[config.mk]
export PLATFORM = sky130hd
export DESIGN_NAME = i2c_xfer_seq
export DESIGN_NICKNAME = d
export VERILOG_FILES = /design/src/rtl/i2c_xfer_seq_pkg.sv /design/src/rtl/i2c_xfer_seq_addr.sv /design/src/rtl/i2c_xfer_seq_decode.sv /design/src/rtl/i2c_xfer_seq_count.sv /design/src/rtl/i2c_xfer_seq.sv
export SDC_FILE = /design/constraint.sdc
export NUM_CORES = 1
export LEC_CHECK = 0
export ABC_AREA = 1
export CORE_MARGIN = 4
export CORE_UTILIZATION = 51
export CTS_BUF_LIST = sky130_fd_sc_hd__clkbuf_8
export DETAILED_ROUTE_END_ITERATION = 10
export GPL_ROUTABILITY_DRIVEN = 0
export HOLD_SLACK_MARGIN = 0.06
export PLACE_DENSITY = 0.93
export SKIP_CTS_REPAIR_TIMING = 1
export SLEW_MARGIN = 20
export SYNTH_ARGS = -nofsm -noshare
export SYNTH_HDL_FRONTEND = slang
export SYNTH_SLANG_ARGS = --single-unit
[constraint.sdc]
create_clock -name clk -period 2 [get_ports clk]
set_clock_uncertainty 0.05 [all_clocks]
set_input_delay 0.2 -clock clk [delete_from_list [all_inputs] [get_ports clk]]
set_output_delay 0.2 -clock clk [all_outputs]
set_load 0.01 [all_outputs]
[src/rtl/i2c_xfer_seq_pkg.sv]
package i2c_xfer_seq_pkg;

  typedef enum logic [2:0] {
    CMD_NONE  = 3'd0,
    CMD_START = 3'd1,
    CMD_TX    = 3'd2,
    CMD_RX    = 3'd3,
    CMD_STOP  = 3'd4,
    CMD_ABORT = 3'd5
  } cmd_e;

  typedef enum logic [1:0] {
    RES_OK    = 2'd0,
    RES_NODEV = 2'd1,
    RES_IO    = 2'd2
  } res_e;

  typedef enum logic [3:0] {
    EV_START, EV_WADDR_ACK, EV_WADDR2_ACK, EV_WDATA_ACK,
    EV_RADDR_ACK, EV_RADDR2_ACK, EV_RDATA_ACK, EV_RDATA_NAK,
    EV_NAK, EV_BAD
  } ev_e;

  typedef enum logic [2:0] {
    ST_IDLE, ST_WAIT_START, ST_WAIT_A1, ST_WAIT_A2,
    ST_WAIT_SACK, ST_WAIT_SDATA, ST_FETCH, ST_DELIVER
  } st_e;

  localparam logic [7:0] SC_START    = 8'h08;
  localparam logic [7:0] SC_RESTART  = 8'h10;
  localparam logic [7:0] SC_WA_ACK   = 8'h18;
  localparam logic [7:0] SC_WA_NAK   = 8'h20;
  localparam logic [7:0] SC_WD_ACK   = 8'h28;
  localparam logic [7:0] SC_WD_NAK   = 8'h30;
  localparam logic [7:0] SC_RA_ACK   = 8'h40;
  localparam logic [7:0] SC_RA_NAK   = 8'h48;
  localparam logic [7:0] SC_RD_ACK   = 8'h50;
  localparam logic [7:0] SC_RD_NAK   = 8'h58;
  localparam logic [7:0] SC_WA2_ACK  = 8'hD0;
  localparam logic [7:0] SC_RA2_ACK  = 8'hE0;

endpackage

[src/rtl/i2c_xfer_seq_addr.sv]
module i2c_xfer_seq_addr #(
  parameter int AW = 10
) (
  input  logic [AW-1:0] addr,
  input  logic          rd,
  input  logic          ten,
  output logic [7:0]    first_byte,
  output logic [7:0]    second_byte
);
  localparam logic [4:0] TEN_PREFIX = 5'b11110;

  always_comb begin
    if (ten) begin
      first_byte  = {TEN_PREFIX, addr[9:8], rd};
      second_byte = addr[7:0];
    end else begin
      first_byte  = {addr[6:0], rd};
      second_byte = 8'h00;
    end
  end
endmodule

[src/rtl/i2c_xfer_seq_decode.sv]
module i2c_xfer_seq_decode
  import i2c_xfer_seq_pkg::*;
(
  input  logic [7:0] status,
  output ev_e        ev
);
  always_comb begin
    unique case (status)
      SC_START, SC_RESTART:           ev = EV_START;
      SC_WA_ACK:                      ev = EV_WADDR_ACK;
      SC_WA2_ACK:                     ev = EV_WADDR2_ACK;
      SC_WD_ACK:                      ev = EV_WDATA_ACK;
      SC_RA_ACK:                      ev = EV_RADDR_ACK;
      SC_RA2_ACK:                     ev = EV_RADDR2_ACK;
      SC_RD_ACK:                      ev = EV_RDATA_ACK;
      SC_RD_NAK:                      ev = EV_RDATA_NAK;
      SC_WA_NAK, SC_WD_NAK, SC_RA_NAK: ev = EV_NAK;
      default:                        ev = EV_BAD;
    endcase
  end
endmodule

[src/rtl/i2c_xfer_seq_count.sv]
module i2c_xfer_seq_count #(
  parameter int W = 8
) (
  input  logic         clk,
  input  logic         rst,
  input  logic         load,
  input  logic [W-1:0] load_val,
  input  logic         dec,
  output logic         is_zero,
  output logic         is_one,
  output logic         is_two
);
  logic [W-1:0] left_q;

  always_ff @(posedge clk) begin
    if (rst)       left_q <= '0;
    else if (load) left_q <= load_val;
    else if (dec && left_q != '0) left_q <= left_q - W'(1);
  end

  assign is_zero = (left_q == '0);
  assign is_one  = (left_q == W'(1));
  assign is_two  = (left_q == W'(2));
endmodule

[src/rtl/i2c_xfer_seq.sv]
module i2c_xfer_seq
  import i2c_xfer_seq_pkg::*;
#(
  parameter int LEN_W = 8
) (
  input  logic             clk,
  input  logic             rst,
  input  logic             start_i,
  input  logic [9:0]       addr_i,
  input  logic             rd_i,
  input  logic             ten_i,
  input  logic [LEN_W-1:0] len_i,
  output logic             busy_o,
  output logic             done_o,
  output logic [1:0]       err_o,
  output logic             bm_cmd_valid_o,
  output logic [2:0]       bm_cmd_o,
  output logic [7:0]       bm_tx_byte_o,
  output logic             bm_ack_o,
  input  logic             bm_status_valid_i,
  input  logic [7:0]       bm_status_i,
  input  logic [7:0]       bm_rx_byte_i,
  input  logic             tx_valid_i,
  input  logic [7:0]       tx_data_i,
  output logic             tx_ready_o,
  output logic             rx_valid_o,
  output logic [7:0]       rx_data_o,
  input  logic             rx_ready_i
);
  localparam int AW = 10;

  st_e        state_q;
  logic       cmd_valid_q, done_q, ack_q, rxv_q, last_q, ten_q;
  logic [2:0] cmd_q;
  logic [7:0] txb_q, rxd_q, a1_q, a2_q;
  logic [1:0] err_q;

  logic [7:0] a1, a2;
  ev_e        ev;
  logic       cnt_zero, cnt_one, cnt_two;
  logic       in_wait, take_status, cnt_load, cnt_dec;

  i2c_xfer_seq_addr #(.AW(AW)) u_addr (
    .addr(addr_i), .rd(rd_i), .ten(ten_i),
    .first_byte(a1), .second_byte(a2)
  );

  i2c_xfer_seq_decode u_dec (.status(bm_status_i), .ev(ev));

  i2c_xfer_seq_count #(.W(LEN_W)) u_cnt (
    .clk(clk), .rst(rst), .load(cnt_load), .load_val(len_i), .dec(cnt_dec),
    .is_zero(cnt_zero), .is_one(cnt_one), .is_two(cnt_two)
  );

  always_comb begin
    in_wait     = (state_q == ST_WAIT_START) || (state_q == ST_WAIT_A1) ||
                  (state_q == ST_WAIT_A2)    || (state_q == ST_WAIT_SACK) ||
                  (state_q == ST_WAIT_SDATA);
    take_status = in_wait && bm_status_valid_i;
    cnt_load    = (state_q == ST_IDLE) && start_i;
    cnt_dec     = ((state_q == ST_FETCH) && tx_valid_i) ||
                  (take_status && (ev == EV_RDATA_ACK || ev == EV_RDATA_NAK));
  end

  always_ff @(posedge clk) begin
    if (rst) begin
      state_q     <= ST_IDLE;
      cmd_valid_q <= 1'b0;
      cmd_q       <= CMD_NONE;
      txb_q       <= 8'h00;
      ack_q       <= 1'b1;
      done_q      <= 1'b0;
      err_q       <= RES_OK;
      rxv_q       <= 1'b0;
      rxd_q       <= 8'h00;
      last_q      <= 1'b0;
      ten_q       <= 1'b0;
      a1_q        <= 8'h00;
      a2_q        <= 8'h00;
    end else begin
      cmd_valid_q <= 1'b0;
      done_q      <= 1'b0;
      unique case (state_q)
        ST_IDLE: begin
          if (start_i) begin
            a1_q        <= a1;
            a2_q        <= a2;
            ten_q       <= ten_i;
            ack_q       <= 1'b1;
            err_q       <= RES_OK;
            cmd_valid_q <= 1'b1;
            cmd_q       <= CMD_START;
            state_q     <= ST_WAIT_START;
          end else if (bm_status_valid_i) begin
            cmd_valid_q <= 1'b1;
            cmd_q       <= CMD_STOP;
          end
        end
        ST_FETCH: begin
          if (tx_valid_i) begin
            cmd_valid_q <= 1'b1;
            cmd_q       <= CMD_TX;
            txb_q       <= tx_data_i;
            state_q     <= ST_WAIT_SACK;
          end
        end
        ST_DELIVER: begin
          if (rx_ready_i) begin
            rxv_q       <= 1'b0;
            cmd_valid_q <= 1'b1;
            if (last_q) begin
              cmd_q   <= CMD_STOP;
              done_q  <= 1'b1;
              state_q <= ST_IDLE;
            end else begin
              cmd_q   <= CMD_RX;
              state_q <= ST_WAIT_SDATA;
            end
          end
        end
        default: begin
          if (bm_status_valid_i) begin
            cmd_valid_q <= 1'b1;
            unique case (ev)
              EV_START: begin
                cmd_q   <= CMD_TX;
                txb_q   <= a1_q;
                state_q <= ST_WAIT_A1;
              end
              EV_WADDR_ACK, EV_WADDR2_ACK, EV_WDATA_ACK: begin
                if (ev == EV_WADDR_ACK && ten_q) begin
                  cmd_q   <= CMD_TX;
                  txb_q   <= a2_q;
                  state_q <= ST_WAIT_A2;
                end else if (cnt_zero) begin
                  cmd_q   <= CMD_STOP;
                  done_q  <= 1'b1;
                  state_q <= ST_IDLE;
                end else begin
                  cmd_valid_q <= 1'b0;
                  state_q     <= ST_FETCH;
                end
              end
              EV_RADDR_ACK, EV_RADDR2_ACK: begin
                if (ev == EV_RADDR_ACK && ten_q) begin
                  cmd_q   <= CMD_TX;
                  txb_q   <= a2_q;
                  state_q <= ST_WAIT_A2;
                end else if (cnt_zero) begin
                  cmd_q   <= CMD_STOP;
                  done_q  <= 1'b1;
                  state_q <= ST_IDLE;
                end else begin
                  cmd_q   <= CMD_RX;
                  ack_q   <= !cnt_one;
                  state_q <= ST_WAIT_SDATA;
                end
              end
              EV_RDATA_ACK, EV_RDATA_NAK: begin
                cmd_valid_q <= 1'b0;
                rxv_q       <= 1'b1;
                rxd_q       <= bm_rx_byte_i;
                last_q      <= (ev == EV_RDATA_NAK);
                ack_q       <= !cnt_two;
                state_q     <= ST_DELIVER;
              end
              EV_NAK: begin
                cmd_q   <= CMD_STOP;
                done_q  <= 1'b1;
                err_q   <= RES_NODEV;
                state_q <= ST_IDLE;
              end
              default: begin
                cmd_q   <= CMD_ABORT;
                done_q  <= 1'b1;
                err_q   <= RES_IO;
                state_q <= ST_IDLE;
              end
            endcase
          end
        end
      endcase
    end
  end

  assign busy_o         = (state_q != ST_IDLE);
  assign done_o         = done_q;
  assign err_o          = err_q;
  assign bm_cmd_valid_o = cmd_valid_q;
  assign bm_cmd_o       = cmd_q;
  assign bm_tx_byte_o   = txb_q;
  assign bm_ack_o       = ack_q;
  assign tx_ready_o     = (state_q == ST_FETCH);
  assign rx_valid_o     = rxv_q;
  assign rx_data_o      = rxd_q;
endmodule

==> impl_metrics.yaml, run 1 <==
drt:
  vias: 3409
  wl_per_cell_um: 13.61
  drt-pass1-iter-count: 6
  vias_per_cell: 5.454
  ant_nets: 0
  wl_mm: 8.508
  dr.first_iter.drc_count: 412
  drc: 0
finish:
  layout_commonest_cell: "nand2_1"
  nNetsFinal: 605
  multi_input_area_um2: 1698
  fillers: 446
  fin_area_um2: 4148
  area_growth_pct: 35.09
  insertedDiodeCount: 0
  drive_gt1_share_pct: 14.47
  final_cell_mix: "nand2_1 (92), clkdlybuf4s50_1 (75), nor2_1 (69), dfxtp_1 (54), inv_1 (43)"
  ff_latch_area_um2: 1081
logic_synthesis:
  synth_top_area_share_pct: 35.21
  yosys-top-cells-area: "dfxtp_1 (35%), nand2_1 (11%), nor2_1 (8.6%), o21ai_0 (6.7%), inv_1 (5.4%)"
  synthDistinctLibCells: 33
  syn_nets: 516
  post-synth-top-area-cell: "dfxtp_1"
  yosysSeqAreaShare_pct: 35.21
  synth_seq_cells: 54
  netlist_instances: 463
  synth.avg_cell_area_um2: 6.632
  syn_area_um2: 3070
  ys_warn_count: 0
pwr:
  finalPower_mw: 3.449
  p_leak_nw: 1.878
  ir_worst_vdd_mv: 0.6009
  powerDensity_nw_per_um2: 831.6
grt:
  grt_pass1_wl_mm: 14.25
  grt_overflow_total: 0
  track_usage_pct: 23.46
  grt_pass1_vias: 3108
  antenna_found_initial: 0
  grt_max_degree: 23
status:
  status: "complete, no violations"
clock_tree:
  root_buffer: "clkbuf_8"
  tritoncts: "yes"
  htreeDepth: 2
  clkSinkCount: 54
  clk_path_buf_depth: 2
  insertion_delay_ps: 310
  cts_made_buffers: 5
  clkTransAtPathRegs_ps: 100
flow_run:
  drv_cap: 0
floorplan:
  placementRows: 27
  die_h_um: 85.59
  pin_count: 77
  die-area_um2: 7326
  initial_core_util_pct: 54.10
  core_area_um2: 5675
  die_x_um: 85.59
critical_path:
  cp_slowest_cell: "clkdlybuf4s50_1"
  worstSetupStartpointType: "flop"
  endpoint_kind: "primary output"
  path_cells: "nor2_1 > nand2_2 > buf_4 > clkdlybuf4s50_1"
  cp_max_fo: 6
  crit_arrival_ps: 1660
  path_class: "flop to primary output"
  slowest_delay_ps: 530
  required_ps: 1750
sta:
  setup_viol: 0
  rsz0062_at_grt: "no"
  min_period_ps: 1915
  fin_crit_sh_pct: 95.74
  finalHoldViolCount: 0
  slew_headroom_pct: 77.37
  worst_pin_slew_ps: 338.4
  max_freq_ghz: 0.5223
  drv_slew: 0
hold_path:
  hold_path.class: "input pin to flop"
place:
  place_area_um2: 4013
  port_buffers: 76
  dp_hpwl_mm: 6.355
==> synth_stat cells (all sizes together) <==
| library cell | n |
|---|---|
| nand2 | 108 |
| nor2 | 78 |
| inv | 55 |
| dfxtp | 54 |
| o21ai | 48 |
| a21oi | 31 |
| nand3 | 30 |
| a31oi | 12 |
| clkbuf | 10 |
| nor3 | 10 |
| buf | 8 |
| a211oi | 5 |
| nand4 | 5 |
| ha | 3 |
| nor4 | 2 |
| nor3b | 1 |
| o21a | 1 |
| or2 | 1 |
| xor2 | 1 |
==> flip-flops by register name, indices dropped and copies added (netlist names), 2 cells and up <==
name and count:
err_o 2, a2_q 8, state_q 3, a1_q 8, rx_data_o 8, u_cnt.left_q 8
bm_cmd_o 3, bm_tx_byte_o 8
==> cells by family (layout without fill, tap and decap cells) <==
| group | after synthesis | in the layout | synth area share (%) |
|---|---|---|---|
| AOI/OAI and AO/OA | 97 | 97 | 17.16 |
| and+or+nand+nor | 235 | 235 | 36.10 |
| adders and majority gates | 3 | 3 | 1.223 |
| buffers and inverters | 73 | 163 | 10.02 |
| DFF | 54 | 54 | 35.21 |
| xor gates and xnor gates | 1 | 1 | 0.2853 |
==> final cells by class <==
| cell class | count | share of cell area [%] |
|---|---|---|
| flip-flops and latches | 54 | 26.06 |
| repair buffers | 100 | 23.14 |
| multi-input cells | 336 | 40.94 |
| clock buffers | 5 | 1.659 |
| well taps | 72 | 2.172 |
| inverters | 55 | 4.977 |
| clock inverters | 3 | 1.056 |
==> where the power goes <==
group          internal, mW  switching (mW)
registers              1.23           0.109
clock network         0.376           0.378
logic                 0.576           0.779
total                  2.18            1.27
==> through the flow <==
| stage | cells | util, % | hold WS, ps | setup TNS (ps) | worst slack (ps) |
|---|---|---|---|---|---|
| floorplan | 463 | - | 249.7 | 0 | 341.1 |
| global placement | 617 | 70.70 | 392.3 | -1.842 | -1.842 |
| detailed placement | 617 | 70.70 | 393.6 | -1329 | -108.3 |
| CTS | 625 | 72.69 | 394.4 | 0 | 10.23 |
| global route | 625 | 73.08 | 400.7 | 0 | 3.979 |
| finish | 625 | 73.08 | 395.5 | 0 | 85.23 |
==> per-layer routing <==
layer / share of wire (%) / up-vias / track usage (%)
met5: 0 / - / 0
met4: 2.5 / 0 / 7.626
met3: 8.1 / 30 / 4.611
met2: 49 / 173 / 38.70
met1: 41 / 1525 / 30.77
li1: - / 1681 / -
==> critical path, delay by kind of cell (launching register included) <==
kind          cells  cell delay (ps)
simple gates      2              230
flops             1              440
buf+inv           2              690
==> path summary, 6_finish.rpt <==
check	startpoint	end	slack, ps	depth (start not counted)
worst max-delay path	state_q[0]	busy_o	90	4
worst min-delay path	addr_i[7]	a2_q[7]	400	3
worst max register to register	u_cnt.left_q[1]	bm_cmd_o[1]	140	11
worst min register to register	a1_q[3]	a1_q[3]	410	2
Note: power is estimated with default switching activity, not from simulation.
==> run 2: changes to the inputs <==
Settings changed: PLACE_DENSITY 0.93 to 0.82.
==> run 2 against run 1 <==
  * Non-clock buffer count decreased by 1
  * Sequential share of layout area fell by 0.065 points
  * First-iteration DRC count down 41%
  * Utilization is 0.35 points higher
  * Wire length down 2.2%
  * Global-route usage down 1.5 points
  * Worst hold slack better by 3.1 ps
  * Critical path type unchanged
  * Largest power group unchanged
==> impl_metrics.yaml, run 2 (synthesis gave the netlist of run 1 again) <==
status:
  status: "complete, no violations"
floorplan:
  die_x_um: 85.59
  core_area_um2: 5675
  pin_count: 77
  placementRows: 27
  die_h_um: 85.59
  initial_core_util_pct: 54.10
  die-area_um2: 7326
drt:
  drt-pass1-iter-count: 5
  wl_per_cell_um: 13.34
  vias_per_cell: 5.268
  vias: 3287
  dr.first_iter.drc_count: 243
  wl_mm: 8.322
  ant_nets: 0
  drc: 0
sta:
  slew_headroom_pct: 74.24
  fin_hold_ws_ps: 398.6
  min_period_ps: 1913
  fin_crit_sh_pct: 95.67
  drv_slew: 0
  max_freq_ghz: 0.5226
  finalHoldViolCount: 0
  fin_setup_tns_ps: 0
  setup_viol: 0
  worst_pin_slew_ps: 385.9
grt:
  grt_pass1_wl_mm: 13.34
  grt_max_degree: 23
  grt_overflow_total: 0
  grt_pass1_vias: 2997
  track_usage_pct: 21.96
  antenna_found_initial: 0
clock_tree:
  clkSinkCount: 54
  tritoncts: "yes"
  insertion_delay_ps: 320
  clk_path_buf_depth: 2
  htreeDepth: 2
  cts_made_buffers: 5
  root_buffer: "clkbuf_8"
  clkTransAtPathRegs_ps: 100
pwr:
  p_leak_nw: 1.861
  ir_worst_vdd_mv: 0.7665
  powerDensity_nw_per_um2: 840.5
  finalPower_mw: 3.503
finish:
  fillers: 491
  finalCoreUtilization_pct: 73.43
  insertedDiodeCount: 0
  fin_area_um2: 4168
  drive_gt1_share_pct: 14.49
  area_growth_pct: 35.74
  nNetsFinal: 604
  layout_commonest_cell: "nand2_1"
  final_cell_mix: "nand2_1 (92), clkdlybuf4s50_1 (76), nor2_1 (70), dfxtp_1 (52), inv_1 (43)"
place:
  dp_hpwl_mm: 6.165
  place_area_um2: 4003
  port_buffers: 76
critical_path:
  crit_buf_inv: 2
  required_ps: 1750
  slowest_delay_ps: 540
  endpoint_kind: "primary output"
  path_class: "flop to primary output"
  crit_family: "buffers and inverters"
  worstSetupStartpointType: "flop"
  crit_arrival_ps: 1660
  path_cells: "nand2_2 > nor2_4 > buf_6 > clkdlybuf4s50_1"
  cp_max_fo: 14
  cp_slowest_cell: "clkdlybuf4s50_1"
hold_path:
  hold_path.class: "input pin to flop"
flow_run:
  drv_cap: 0
## run 2: worst register-to-register path, stage by stage, from the launching register on
cell and delay (ps):
dfxtp_1 350, inv_2 90, ha_2 200, nand2_1 110, nor2_2 150, inv_1 100, a31oi_2 210, nand2_1 100
nand2_2 120, inv_1 70, nor2_1 100, a21oi_1 70
## run 2: layout make-up
| cell class | count | area (um2) | share of cell area, % |
|---|---|---|---|
| Inverter | 55 | 206.4 | 4.953 |
| Sequential cell | 54 | 1084 | 26.00 |
| Tap cell | 72 | 90.09 | 2.162 |
| Timing Repair Buffer | 99 | 962.2 | 23.09 |
| Clock inverter | 3 | 47.55 | 1.141 |
| Multi-Input combinational cell | 336 | 1709 | 41.01 |
| Clock buffer | 5 | 68.82 | 1.651 |
## run 2: worst paths after layout
kind                                      start           to  slack [ps]  cells after the start
worst min register to register          a1_q[3]      a1_q[3]         410                      2
worst max register to register  u_cnt.left_q[1]  bm_cmd_o[1]         180                     11
worst min-delay path                  addr_i[7]      a2_q[7]         400                      3
worst max-delay path                 state_q[2]   tx_ready_o          90                      4
## run 2: power breakdown
group,total [mW],internal (mW),switching [mW]
combinational,1.40,0.605,0.797
clock,0.773,0.380,0.393
sequential,1.33,1.23,0.0953
total,3.50,2.22,1.29
## run 2: routing by layer
layer	routed length (um)	vias to the layer above	global-route usage, %
li1	-	1677	-
met1	3645	1471	29.46
met2	3904	127	36.44
met3	664	12	4.227
met4	108	0	5.180
met5	0	-	0
## run 2: stage by stage
step | setup slack (ps) | cells
2_1_floorplan | 341.1 | 463
3_3_place_gp | -68.34 | 614
3_5_place_dp | -111.1 | 614
4_1_cts | -20.37 | 622
5_1_grt | -46.82 | 624
6_report | 86.58 | 624
==> run 3: changes to the inputs <==
Settings changed: SKIP_LAST_GASP set to 1.
==> run 3 against run 2 <==
  * Wire length is 0.35% lower
  * Via count decreased by 0.67%
  * Sequential cell count stayed put
  * Combinational power hardly changed
  * Utilization shrank 0.13 points
  * Critical path depth did not move
  * Final cell count is the same
  * First-iteration DRC count decreased by 2.1%
  * Maximum frequency is 0.25% lower
  * Power is essentially flat
  * Clock power about the same
  * Global-route usage unchanged
  * Critical endpoint unchanged
  * Largest power group unchanged
  * Highest routed layer unchanged
==> impl_metrics.yaml, run 3 (synthesis gave the netlist of run 1 again) <==
clock_tree:
  htreeDepth: 2
  clkTransAtPathRegs_ps: 110
  clk_path_buf_depth: 2
  insertion_delay_ps: 320
  root_buffer: "clkbuf_8"
  tritoncts: "yes"
  cts_made_buffers: 5
  clkSinkCount: 54
place:
  dp_hpwl_mm: 6.165
  place_ws_ps: -111.1
  port_buffers: 76
  place_area_um2: 4003
  place_inst: 614
sta:
  setup_slack_ps: 81.85
  slew_headroom_pct: 74.24
  fin_crit_sh_pct: 95.91
  max_freq_ghz: 0.5213
  min_period_ps: 1918
  worst_pin_slew_ps: 386.0
  rsz0062_at_grt: "yes"
  finalHoldViolCount: 0
  setup_viol: 0
  drv_slew: 0
drt:
  vias_per_cell: 5.232
  ant_nets: 0
  wl_mm: 8.293
  dr.first_iter.drc_count: 238
  drt-pass1-iter-count: 5
  wl_per_cell_um: 13.29
  drc: 0
  vias: 3265
floorplan:
  core_area_um2: 5675
  die_x_um: 85.59
  initial_core_util_pct: 54.10
  die_h_um: 85.59
  die-area_um2: 7326
  pin_count: 77
  placementRows: 27
critical_path:
  path_class: "flop to primary output"
  crit_path_end: "tx_ready_o"
  crit_family: "buffers and inverters"
  rrSetupSlack_ps: 190
  cp_slowest_cell: "clkdlybuf4s50_1"
  rr_worst_depth: 11
  worstReg2RegStart: "u_cnt.left_q[1]"
  required_ps: 1750
  endpoint_kind: "primary output"
  slowest_delay_ps: 540
  rr_endpoint: "bm_cmd_o[1]"
  crit_path_start: "state_q[2]"
  worst-path-stages: 4
  crit_buf_inv: 2
  path_cells: "nand2_2 > nor2_4 > buf_6 > clkdlybuf4s50_1"
  crit_arrival_ps: 1670
  cp_max_fo: 14
  worstSetupStartpointType: "flop"
grt:
  grt_pass1_vias: 2997
  grt_max_degree: 23
  track_usage_pct: 21.96
  grt_pass1_wl_mm: 13.34
  grt_overflow_total: 0
  antenna_found_initial: 0
status:
  status: "complete, no violations"
pwr:
  finalPower_mw: 3.501
  p_leak_nw: 1.861
  powerDensity_nw_per_um2: 841.6
  ir_worst_vdd_mv: 0.7651
finish:
  nNetsFinal: 604
  drive_gt1_share_pct: 14.49
  final_cell_mix: "nand2_1 (92), clkdlybuf4s50_1 (76), nor2_1 (70), dfxtp_1 (52), inv_1 (43)"
  ff_latch_area_um2: 1084
  insertedDiodeCount: 0
  area_growth_pct: 35.49
  fin_area_um2: 4160
  layout_commonest_cell: "nand2_1"
  finalCoreUtilization_pct: 73.30
  fillers: 491
  stdcell_count: 624
  multi_input_area_um2: 1702
flow_run:
  drv_cap: 0
hold_path:
  hold_path.class: "input pin to flop"
run 3: cell counts in the layout (fill, tap and decap cells not counted):
Identical to the previous run, type by type.
run 3: metal layers:
metal / share of wire [%] / global-route usage (%) / vias up
li1: - / - / 1674
met1: 45 / 29.46 / 1465
met2: 47 / 36.44 / 116
met3: 7.0 / 4.227 / 10
met4: 1.1 / 5.180 / 0
met5: 0 / 0 / -
run 3: area by class of cell:
cell class	count	area share, %
clock buffers	5	1.654
clock inverters	3	1.143
inverters	55	4.962
multi-input cells	336	40.90
flip-flops and latches	54	26.05
well taps	72	2.165
repair buffers	99	23.13
run 3: where the power goes:
group / leakage [nW] / total [mW] / switching, mW / internal (mW)
registers: 0.442 / 1.33 / 0.0951 / 1.23
clock network: 0.0587 / 0.772 / 0.392 / 0.380
logic: 1.36 / 1.40 / 0.797 / 0.605
run 3: stage by stage:
step	TNS [ps]	hold WS, ps
global route	-88.10	401.6
floorplan	0	249.7
finish	0	394.9
global placement	-950.2	392.0
CTS	-20.37	389.6
detailed placement	-1427	393.7
run 3: worst min path at each step:
stage,start,endpoint,slack (ps),cells past startpoint
after floorplan,rst,bm_ack_o,250,2
after global placement,a1_q[3],a1_q[3],390,2
after detailed placement,a1_q[3],a1_q[3],390,2
after CTS,addr_i[7],a2_q[7],390,3
after global routing,len_i[3],u_cnt.left_q[3],400,3
final,addr_i[7],a2_q[7],390,3
run 3: worst reg2reg max path, cell delays in order, from the launching register on:
cell and delay (ps):
dfxtp_1 350, inv_2 90, ha_2 200, nand2_1 110, nor2_2 150, inv_1 100
a31oi_2 210, nand2_1 100, nand2_2 120, inv_1 70, nor2_1 90, a21oi_1 70
